`src/rtl/pld_cell_pkg.sv`:
```
package pld_cell_pkg;

  // Encoding is {cfg_sync, cfg_arch}
  typedef enum logic [1:0] {
    MODE_RESV   = 2'b00,
    MODE_REG    = 2'b01,
    MODE_SIMPLE = 2'b10,
    MODE_CPLX   = 2'b11
  } cell_mode_e;

  function automatic cell_mode_e decode_mode(input logic sync_bit, input logic arch_bit);
    return cell_mode_e'({sync_bit, arch_bit});
  endfunction

  // Active-high polarity passes the sum through, active-low inverts it
  function automatic logic polarize(input logic sum, input logic pol);
    return pol ? sum : ~sum;
  endfunction

endpackage

```
`src/rtl/pld_term_sum.sv`:
```
module pld_term_sum #(
  parameter int N_TERMS = 8
) (
  input  logic [N_TERMS-1:0] pterm,
  output logic               sum_all,
  output logic               sum_logic,
  output logic               oe_term
);
  localparam int LAST = N_TERMS - 1;

  logic [N_TERMS-1:0] chain;

  assign chain[0] = pterm[0];
  for (genvar i = 1; i < N_TERMS; i++) begin : g_or
    assign chain[i] = chain[i-1] | pterm[i];
  end

  assign sum_all   = chain[LAST];
  assign sum_logic = chain[LAST-1];
  assign oe_term   = pterm[LAST];
endmodule

```
`src/rtl/pld_state_reg.sv`:
```
module pld_state_reg (
  input  logic clk,
  input  logic rst_n,
  input  logic load_en,
  input  logic d,
  input  logic preload_en,
  input  logic preload_val,
  output logic q
);
  always_ff @(posedge clk or negedge rst_n) begin
    if (!rst_n)          q <= 1'b0;
    else if (preload_en) q <= preload_val;
    else if (load_en)    q <= d;
  end

  AST_PRELOAD_WINS: assert property (@(posedge clk) disable iff (!rst_n)
    preload_en |=> q == $past(preload_val));
  AST_CAPTURE: assert property (@(posedge clk) disable iff (!rst_n)
    (load_en && !preload_en) |=> q == $past(d));
  AST_REG_HOLD: assert property (@(posedge clk) disable iff (!rst_n)
    (!load_en && !preload_en) |=> $stable(q));
endmodule

```
`src/rtl/pld_fb_route.sv`:
```
module pld_fb_route
  import pld_cell_pkg::*;
#(
  parameter bit IS_OUTER  = 1'b0,
  parameter bit IS_CENTRE = 1'b0
) (
  input  logic       clk,
  input  logic       rst_n,
  input  cell_mode_e mode,
  input  logic       reg_out_cfg,
  input  logic       reg_level,
  input  logic       pin_oe,
  input  logic       pin_out,
  input  logic       pin_in,
  input  logic       neigh_pin,
  output logic       fb_out,
  output logic       fb_live
);
  logic pin_level;
  assign pin_level = pin_oe ? pin_out : pin_in;

  always_comb begin
    fb_out  = 1'b0;
    fb_live = 1'b0;
    unique case (mode)
      MODE_REG: begin
        fb_live = 1'b1;
        fb_out  = reg_out_cfg ? reg_level : pin_level;
      end
      MODE_CPLX: begin
        fb_live = !IS_OUTER;
        fb_out  = IS_OUTER ? 1'b0 : pin_level;
      end
      MODE_SIMPLE: begin
        fb_live = !IS_CENTRE;
        fb_out  = IS_CENTRE ? 1'b0 : neigh_pin;
      end
      default: begin
        fb_out  = 1'b0;
        fb_live = 1'b0;
      end
    endcase
  end

  AST_OUTER_NO_FB: assert property (@(posedge clk) disable iff (!rst_n)
    (IS_OUTER && mode == MODE_CPLX) |-> (!fb_live && !fb_out));
  AST_NEIGH_FB: assert property (@(posedge clk) disable iff (!rst_n)
    (!IS_CENTRE && mode == MODE_SIMPLE) |-> (fb_out == neigh_pin));
endmodule

```
`src/rtl/pld_out_cell.sv`:
```
module pld_out_cell
  import pld_cell_pkg::*;
#(
  parameter int N_TERMS   = 8,
  parameter bit IS_OUTER  = 1'b0,
  parameter bit IS_CENTRE = 1'b0
) (
  input  logic               clk,
  input  logic               rst_n,
  input  logic [N_TERMS-1:0] pterm,
  input  logic               gl_oe_n,
  input  logic               cfg_sync,
  input  logic               cfg_arch,
  input  logic               cfg_pol,
  input  logic               cfg_io,
  input  logic               preload_en,
  input  logic               preload_val,
  input  logic               pin_in,
  input  logic               neigh_pin,
  output logic               pin_out,
  output logic               pin_oe,
  output logic               fb_out,
  output logic               fb_live
);
  cell_mode_e mode;
  logic sum_all, sum_logic, oe_term;
  logic reg_out_cfg, in_only_cfg;
  logic reg_q, reg_level, comb_level, drive;

  assign mode        = decode_mode(cfg_sync, cfg_arch);
  assign reg_out_cfg = (mode == MODE_REG) && !cfg_io;
  assign in_only_cfg = (mode == MODE_SIMPLE) && cfg_io && !IS_CENTRE;

  pld_term_sum #(.N_TERMS(N_TERMS)) u_sum (
    .pterm     (pterm),
    .sum_all   (sum_all),
    .sum_logic (sum_logic),
    .oe_term   (oe_term)
  );

  // Register stores the inverse of the pin level; pin path inverts back
  pld_state_reg u_reg (
    .clk         (clk),
    .rst_n       (rst_n),
    .load_en     (reg_out_cfg),
    .d           (~polarize(sum_all, cfg_pol)),
    .preload_en  (preload_en),
    .preload_val (preload_val),
    .q           (reg_q)
  );

  assign reg_level  = ~reg_q;
  assign comb_level = polarize((mode == MODE_SIMPLE) ? sum_all : sum_logic, cfg_pol);

  always_comb begin
    unique case (mode)
      MODE_REG:    drive = cfg_io ? oe_term : ~gl_oe_n;
      MODE_CPLX:   drive = oe_term;
      MODE_SIMPLE: drive = !in_only_cfg;
      default:     drive = 1'b0;
    endcase
  end

  assign pin_oe  = drive;
  assign pin_out = drive & (reg_out_cfg ? reg_level : comb_level);

  pld_fb_route #(.IS_OUTER(IS_OUTER), .IS_CENTRE(IS_CENTRE)) u_fb (
    .clk         (clk),
    .rst_n       (rst_n),
    .mode        (mode),
    .reg_out_cfg (reg_out_cfg),
    .reg_level   (reg_level),
    .pin_oe      (pin_oe),
    .pin_out     (pin_out),
    .pin_in      (pin_in),
    .neigh_pin   (neigh_pin),
    .fb_out      (fb_out),
    .fb_live     (fb_live)
  );

  AST_RESV_DARK: assert property (@(posedge clk) disable iff (!rst_n)
    (mode == MODE_RESV) |-> (!pin_oe && !fb_live));
  AST_SIMPLE_DRIVEN: assert property (@(posedge clk) disable iff (!rst_n)
    (mode == MODE_SIMPLE && !cfg_io) |-> pin_oe);
  AST_CENTRE_NEVER_INPUT: assert property (@(posedge clk) disable iff (!rst_n)
    (IS_CENTRE && mode == MODE_SIMPLE) |-> pin_oe);
  AST_TERM_ENABLE: assert property (@(posedge clk) disable iff (!rst_n)
    (mode == MODE_CPLX) |-> (pin_oe == pterm[N_TERMS-1]));
  AST_REG_FB: assert property (@(posedge clk) disable iff (!rst_n)
    (reg_out_cfg && pin_oe) |-> (fb_out == pin_out));
endmodule

```
`config.mk`:
```
export PLATFORM = sky130hd
export DESIGN_NAME = pld_out_cell
export DESIGN_NICKNAME = d
export VERILOG_FILES = /design/src/rtl/pld_cell_pkg.sv /design/src/rtl/pld_term_sum.sv /design/src/rtl/pld_state_reg.sv /design/src/rtl/pld_fb_route.sv /design/src/rtl/pld_out_cell.sv
export SDC_FILE = /design/constraint.sdc
export NUM_CORES = 1
export LEC_CHECK = 0
export ABC_AREA = 1
export BUFFER_PORTS_ARGS = -buffer_cell sky130_fd_sc_hd__buf_2
export CAP_MARGIN = 20
export CORE_AREA = 5 5 42 44
export CTS_BUF_LIST = sky130_fd_sc_hd__clkbuf_4 sky130_fd_sc_hd__clkbuf_8
export DETAILED_ROUTE_END_ITERATION = 8
export DIE_AREA = 0 0 47 49
export PLACE_DENSITY = 0.51
export SKIP_CTS_REPAIR_TIMING = 1
export SYNTH_ARGS = -nofsm -noshare
export SYNTH_HDL_FRONTEND = slang
export SYNTH_SLANG_ARGS = --single-unit
```
`constraint.sdc`:
```
create_clock -name clk -period 1.1 [get_ports clk]
set_clock_uncertainty 0.2 [all_clocks]
set_input_delay 0 -clock clk [delete_from_list [all_inputs] [get_ports clk]]
set_output_delay 0 -clock clk [all_outputs]
set_load 0.01 [all_outputs]
```
==> flow_summary.yaml, run 1 <==
global_route:
  grt_pass1_wl_um: 1297
  grt_usage_pct: 6.817
  overflow: 0
  grt_pass1_vias: 325
  antenna_found_initial: 0
  grt_max_degree: 6
power:
  leakage_nw: 0.3485
  p_per_area_nw_per_um2: 416.7
  report.power.total_uw: 250.3
  p_int_uw: 161.0
  clkPwrFrac_pct: 0
  sequentialPowerShare_pct: 17.2
  peakVddDrop_mv: 0.2536
  p_sw_share_pct: 35.69
  p_sw_uw: 89.33
  p_comb_share_pct: 82.8
yosys:
  synthCells: 50
  yosysSeqAreaShare_pct: 10.10
  yosys_warnings: 0
  avgSynthCellArea_sq_um: 4.955
  synth.area.top_cells: "nand2_1, nand3_1, inv_1"
  syn_area_sq_um: 247.7
  synth_top_area_cell: "nand2_1"
  ys_ff_latch: 1
  ys_types: 13
  synth_fp_nets: 69
  netlist.area_leader.share_pct: 22.73
critical_path:
  cp_max_fo: 3
  critPathLaunchType: "input pin"
  critical_path_class: "in2out"
  worstPathRequired_ps: 900
  critPathCaptureType: "output port"
  cp.arrival_ps: 1030
drt:
  num_vias: 436
  wl_met2_um: 451
  highest_layer: "met3"
  wl_um: 939
  drc: 0
  ant_nets: 0
  wl_met1_um: 388
  dr.pass1.iters: 4
  drtIter0Drc: 2
  post_drt_via_cell_ratio: 4.192
  wl_per_cell_um: 9.029
  wl_met3_um: 99
sta:
  maxSlewViolCount: 0
  fmax_mhz: 813.9
  finalCritPeriodShare_pct: 111.7
  rsz0062_at_grt: "yes"
  setup_slack_ps: -128.7
  setup_viol: 3
  finalHoldViolations: 0
  slew_headroom_pct: 87.75
  worst_pin_slew_ps: 183.6
  period_needed_ps: 1229
final_layout:
  final_cell_mix: "buf_2, buf_4, nand2_1"
  areaGrowthSynthToFinish_pct: 142.4
  layout-drive-gt1-share_pct: 57.95
  largest_reg_flops: 1
  top_register: "u_reg.q"
  antenna_cells: 0
  largestRegisters: "u_reg.q: 1 flops"
  final_cells: 104
  fillers: 147
  finish.utilization_pct: 42.86
  final_common_cell: "buf_2"
  final_net_count: 109
clocking:
  path_clk_slew_ps: 0
  clock_latency_ps: 0
floorplan:
  fp-row-count: 14
  die_x_um: 47
  fp.coreArea_sq_um: 1401
  io_pins: 23
  die_area_sq_um: 2303
  start_util_pct: 17.68
  die_h_um: 49
placed_design:
  hpwlAfterDp_um: 717.3
  io_buffers: 22
  gp_congestion: 0.6703
  dp.cells: 98
job:
  max-cap-violations: 0
status:
  violations: "negative setup slack"
  outcome: "finished, violations left"
worst_hold_path:
  hp-class: "in2reg"
[cell families (layout without fill, tap and decap cells)]
family / count (synthesis) / count (layout) / share of synthesized area (%)
compound gates: 2 / 2 / 6.567
simple gates: 36 / 36 / 64.65
xor+xnor: 1 / 1 / 3.536
buf+inv: 10 / 48 / 15.15
flops: 1 / 1 / 10.10
[per-stage QoR]
step | area [sq um] | setup TNS, ps | setup WS (ps) | hold slack [ps]
floorplan | 247.7 | 0 | 16.67 | -495.6
global placement | 452.9 | -210.9 | -172.0 | -424.4
detailed placement | 452.9 | -225.3 | -181.7 | -422.4
CTS | 452.9 | -240.2 | -188.4 | -422.4
global route | 600.6 | -544.0 | -215.5 | 60.59
finish | 600.6 | -247.7 | -128.7 | 38.25
[cell type report]
cell class | count | area [sq um] | share of cell area, %
multi-input cells | 39 | 241.5 | 40.21
well taps | 16 | 20.02 | 3.333
inverters | 10 | 37.54 | 6.250
flip-flops and latches | 1 | 25.02 | 4.167
repair buffers | 38 | 276.5 | 46.04
[power groups by stage]
stage | logic (mW) | registers [mW] | clock network, mW
5_1_grt | 0.230 | 0.0433 | 0
4_1_cts | 0.146 | 0.0430 | 0
6_report | 0.207 | 0.0431 | 0
3_3_place_gp | 0.144 | 0.0429 | 0
2_1_floorplan | 0.0626 | 0.0426 | 0
3_5_place_dp | 0.146 | 0.0430 | 0
[synthesized netlist by cell type, drive strengths merged]
cell type and instances:
a21oi 1, dfrtp 1, inv 10, nand2 15, nand3 8, nand3b 2
nor2 9, nor3 1, o211ai 1, or2 1, xor2 1
[layer usage]
metal | vias to the layer above | GRT usage, %
li1 | 233 | -
met1 | 189 | 10.70
met2 | 14 | 10.18
met3 | 0 | 1.107
met4 | 0 | 0
met5 | - | 0
[worst max-delay path, cell delays in order]
cell and delay [ps]:
buf_6 100, inv_2 60, nand3b_4 70, or2_4 270
a21oi_4 140, nand2_2 80, nand3_2 60, nand2_1 50
nand2_1 60, buf_2 120
[path summary, 6_finish.rpt]
path | end | slack (ps) | from | cells after the start
worst max-delay path | fb_out | -130 | cfg_sync | 10
worst min-delay path | u_reg.q | 40 | preload_val | 3
worst max register to register | u_reg.q | 240 | u_reg.q | 2
worst min register to register | u_reg.q | 340 | u_reg.q | 2
max in group asynchronous | u_reg.q | 500 | rst_n | 2
min in group asynchronous | u_reg.q | 110 | rst_n | 2
Power figures use the tool's default switching activity.
==> inputs of run 2 (changes only) <==
- ABC_AREA: 1 -> not set
- PLACE_DENSITY: 0.51 -> 0.48
==> flow_summary.yaml, run 2 <==
critical_path:
  critical_path_class: "in2out"
  critical_path.max_stage_delay_ps: 540
  reg2reg_slack_ps: -50
  worstReg2RegStart: "u_reg.q"
  critPathCaptureType: "output port"
  cp_cell_sequence: "buf_6 > or4_4 > or4_4 > a32oi_2 > a311o_2 > a32o_2 > buf_6"
  cp_max_fo: 3
  critPathBufInv: 2
  r2r_end: "u_reg.q"
  critPathLaunchType: "input pin"
  critPathTopFamily: "simple AND/OR/NAND/NOR gates"
  worstPathRequired_ps: 900
  r2r_cells: 4
  cp_slowest_cell: "or4_4"
  cp.arrival_ps: 1780
power:
  p_int_uw: 147.0
  p_sw_share_pct: 30.65
  leakage_nw: 0.2511
  clkPwrFrac_pct: 0
  sequentialPowerShare_pct: 20.8
  peakVddDrop_mv: 0.1107
  report.power.total_uw: 212.0
  p_comb_share_pct: 79.2
  p_per_area_nw_per_um2: 435.6
  p_sw_uw: 64.98
final_layout:
  final_cell_mix: "buf_2, buf_4, nor2_1, buf_6"
  layout-drive-gt1-share_pct: 68.75
  areaGrowthSynthToFinish_pct: 127.5
  top_register: "u_reg.q"
  final_cells: 80
  largest_reg_flops: 1
  largestRegisters: "u_reg.q: 1 flops"
  final_net_count: 85
  final_cell_area_sq_um: 486.7
  final_common_cell: "buf_2"
  antenna_cells: 0
clocking:
  path_clk_slew_ps: 0
  clock_latency_ps: 0
worst_hold_path:
  hold_start: "preload_en"
  min_to: "u_reg.q"
  min_path_cells: 2
  hp-class: "in2reg"
placed_design:
  gp_congestion: 0.7097
  dpl_cell_area_sq_um: 442.9
  hpwlAfterDp_um: 747
  dp.cells: 79
  io_buffers: 22
job:
  max-cap-violations: 0
floorplan:
  die_area_sq_um: 2303
  io_pins: 23
  fp-row-count: 14
  die_x_um: 47
  fp.coreArea_sq_um: 1401
  start_util_pct: 15.27
  die_h_um: 49
sta:
  fmax_mhz: 504.9
  tns_ps: -2049
  setup_slack_ps: -880.6
  period_needed_ps: 1981
  setup_viol: 3
  worst_pin_slew_ps: 278.2
  slew_headroom_pct: 81.19
  maxSlewViolCount: 0
  rsz0062_at_grt: "yes"
  finalHoldViolations: 0
  finalCritPeriodShare_pct: 180.1
yosys:
  ys.flop_type: "dfrtp_1"
  synth_edf_count: 0
  synth.area.top_cells: "dfrtp_1, o21bai_1, or2_2"
  async_reset_ff_share_pct: 100.0
  yosys_warnings: 0
  ys_types: 23
  ys_ff_latch: 1
  synthCells: 29
  synth_top_area_cell: "dfrtp_1"
  synthTopCellsByCount: "nand2_1, nor2_1, o21bai_1, or2_2"
  netlist.area_leader.share_pct: 11.70
  synth_fp_nets: 48
  syn_area_sq_um: 214.0
  yosysSeqAreaShare_pct: 11.70
  avgSynthCellArea_sq_um: 7.378
global_route:
  grt_usage_pct: 6.390
  grt_max_degree: 6
  antenna_found_initial: 0
  grt_pass1_vias: 311
  grt_pass1_wl_um: 1193
  overflow: 0
drt:
  wl_um: 815
  post_drt_via_cell_ratio: 4.338
  drc: 0
  drtIter0Drc: 2
  wl_per_cell_um: 10.19
  ant_nets: 0
  dr.pass1.iters: 2
  num_vias: 347
status:
  violations: "negative setup slack"
  outcome: "finished, violations left"
run 2: changes by cell type after synthesis, moves of 2 or more:
cell	before	now
nor2_1	9	3
o21bai_1	0	2
nand3_1	8	0
inv_1	9	1
nand2_1	15	3
or2_2	0	2
run 2: logic make-up after synthesis:
kind of cell / synth area share (%)
flops: 11.69
simple gates: 44.45
xor+xnor: 4.094
compound gates: 32.75
mux: 5.263
buf+inv: 1.753
run 2: layout make-up:
class                           count  area, sq um
Fill cell                         162        914.6
Timing Repair Buffer               35        229.0
Multi-Input combinational cell     27        209.0
Sequential cell                     1        25.02
Tap cell                           16        20.02
Inverter                            1        3.754
run 2: layer usage:
metal	up-vias	track usage, %	wire length, um
li1	182	-	-
met1	156	7.407	315
met2	9	12.67	442
met3	0	0.3690	57
met4	0	0	0
met5	-	0	0
run 2: power by group through the flow:
| stage | clock (mW) | combinational (mW) | sequential (mW) |
|---|---|---|---|
| finish | 0 | 0.168 | 0.0441 |
| global route | 0 | 0.182 | 0.0442 |
| CTS | 0 | 0.151 | 0.0441 |
| detailed placement | 0 | 0.150 | 0.0436 |
| global placement | 0 | 0.147 | 0.0440 |
| floorplan | 0 | 0.0551 | 0.0440 |
run 2: worst reg2reg max path, stage by stage, from the launching register on:
cell and delay, ps:
dfrtp_1 370, buf_4 150, a21oi_1 100, o21ai_0 80, a21boi_0 120
run 2: per-stage QoR:
stage | setup WS [ps] | util, % | hold WS, ps
after floorplan | -732.2 | - | -495.6
after global placement | -887.4 | 31.61 | -426.0
after detailed placement | -902.3 | 31.61 | -424.0
after CTS | -903.0 | 31.61 | -424.9
after global routing | -944.1 | 34.73 | 48.25
final | -880.6 | 34.73 | 8.311
run 2: worst max-delay path by stage:
stage                        start      to  slack, ps  depth (start not counted)
after floorplan           pterm[3]  fb_out       -730                          5
after global placement    pterm[3]  fb_out       -890                          7
after detailed placement  pterm[3]  fb_out       -900                          7
after CTS                 pterm[3]  fb_out       -900                          7
after global routing      pterm[3]  fb_out       -940                          7
final                     pterm[3]  fb_out       -880                          7
==> inputs of run 3 (changes only) <==
- BUFFER_PORTS_ARGS: -buffer_cell sky130_fd_sc_hd__buf_2 -> not set
- CELL_PAD_IN_SITES_DETAIL_PLACEMENT: not set -> 0
- CELL_PAD_IN_SITES_GLOBAL_PLACEMENT: not set -> 2
- DONT_BUFFER_PORTS: not set -> 1
- PLACE_DENSITY: 0.48 -> 0.55
==> flow_summary.yaml, run 3 (same netlist as run 2, synthesis figures left out) <==
status:
  outcome: "finished, violations left"
  violations: "negative setup slack"
drt:
  wl_met2_um: 336
  wl_met3_um: 74
  wl_met1_um: 294
  ant_nets: 0
  dr.pass1.iters: 3
  drtIter0Drc: 3
  drc: 0
  num_vias: 260
  post_drt_via_cell_ratio: 4.815
  highest_layer: "met3"
  wl_per_cell_um: 13.06
  wl_um: 705
critical_path:
  worstReg2RegStart: "u_reg.q"
  worstPathRequired_ps: 900
  critPathCaptureType: "output port"
  cp_slowest_cell: "or4_4"
  crit_path_frequent_cell: "or4_4"
  crit_start: "pterm[3]"
  cp_cell_sequence: "or4_4 > or4_4 > a32oi_2 > a311o_2 > a32o_2"
  critPathLaunchType: "input pin"
  critical_path.max_stage_delay_ps: 530
  cp_max_fo: 3
  critical_path_class: "in2out"
  r2r_cells: 3
  cp.arrival_ps: 1590
placed_design:
  io_buffers: 0
  dp.cells: 48
  dpl_cell_area_sq_um: 265.3
  gp_congestion: 0.7171
power:
  peakVddDrop_mv: 0.1692
  leakage_nw: 0.1310
  p_per_area_nw_per_um2: 410.3
sta:
  finalHoldViolations: 0
  finalCritPeriodShare_pct: 162.9
  tns_ps: -1580
  slew_headroom_pct: 81.71
  maxSlewViolCount: 0
  worst_pin_slew_ps: 270.6
  fmax_mhz: 558.0
  setup_viol: 3
  rsz0062_at_grt: "yes"
  period_needed_ps: 1792
  setup_slack_ps: -692.1
job:
  max-cap-violations: 0
global_route:
  grt_pass1_vias: 192
  overflow: 0
  antenna_found_initial: 0
  grt_usage_pct: 4.846
  grt_max_degree: 8
  grt_pass1_wl_um: 890
final_layout:
  final_common_cell: "dlygate4sd3_1"
  final_net_count: 59
  layout-drive-gt1-share_pct: 28.95
  largestRegisters: "u_reg.q: 1 flops"
  antenna_cells: 0
  largest_reg_flops: 1
  final_cells: 54
  final_cell_area_sq_um: 329.1
  areaGrowthSynthToFinish_pct: 53.80
  finish.utilization_pct: 23.48
  top_register: "u_reg.q"
  final_cell_mix: "dlygate4sd3_1, nand2_1, nor2_1, buf_4"
floorplan:
  fp-row-count: 14
  fp.coreArea_sq_um: 1401
  die_h_um: 49
  die_x_um: 47
  start_util_pct: 15.27
  die_area_sq_um: 2303
  io_pins: 23
worst_hold_path:
  hp-class: "in2async"
clocking:
  clock_latency_ps: 0
  path_clk_slew_ps: 0
## run 3: cell count changes in the layout (fill, tap and decap cells not counted), sizes merged
cell | previous run | this run
buf | 34 | 3
dlygate4sd3 | 1 | 6
## run 3: per-stage QoR
stage	setup WS, ps	hold WS (ps)	total power [mW]
after global routing	-738.7	20.69	0.1423
after global placement	-692.5	-495.6	0.1173
after CTS	-699.8	-495.6	0.1181
after detailed placement	-699.8	-495.5	0.1174
final	-692.1	18.47	0.1350
after floorplan	-732.2	-495.6	0.09915
## run 3: final cells by class
class / count / area [sq um]
tap: 16 / 20.02
inverter: 1 / 3.754
fill: 168 / 1072
sequential: 1 / 25.02
multi-input combinational: 27 / 197.7
timing repair buffer: 9 / 82.58
## run 3: path summary, 6_finish.rpt
path                            slack, ps      end
max in group asynchronous             580  u_reg.q
min in group clk                       30   pin_oe
worst max register to register         40  u_reg.q
worst max-delay path                 -690   fb_out
worst min register to register        540  u_reg.q
worst min-delay path                   20  u_reg.q
## run 3: routing by layer
metal | GRT usage [%] | vias to the layer above
met2 | 7.692 | 11
li1 | - | 131
met4 | 0 | 0
met3 | 1.107 | 0
met1 | 6.972 | 118
met5 | 0 | -
## run 3: report_power, final
part | leakage, nW | internal [mW] | switching (mW)
sequential | 0.0113 | 0.0412 | 0.00497
combinational | 0.120 | 0.0542 | 0.0347
clock | 0 | 0 | 0
total | 0.131 | 0.0953 | 0.0397
## run 3: worst max-delay path: cells and delay by family
family | cells | cell delay [ps]
AO/OA/AOI/OAI | 3 | 530
AND/OR/NAND/NOR | 2 | 1050
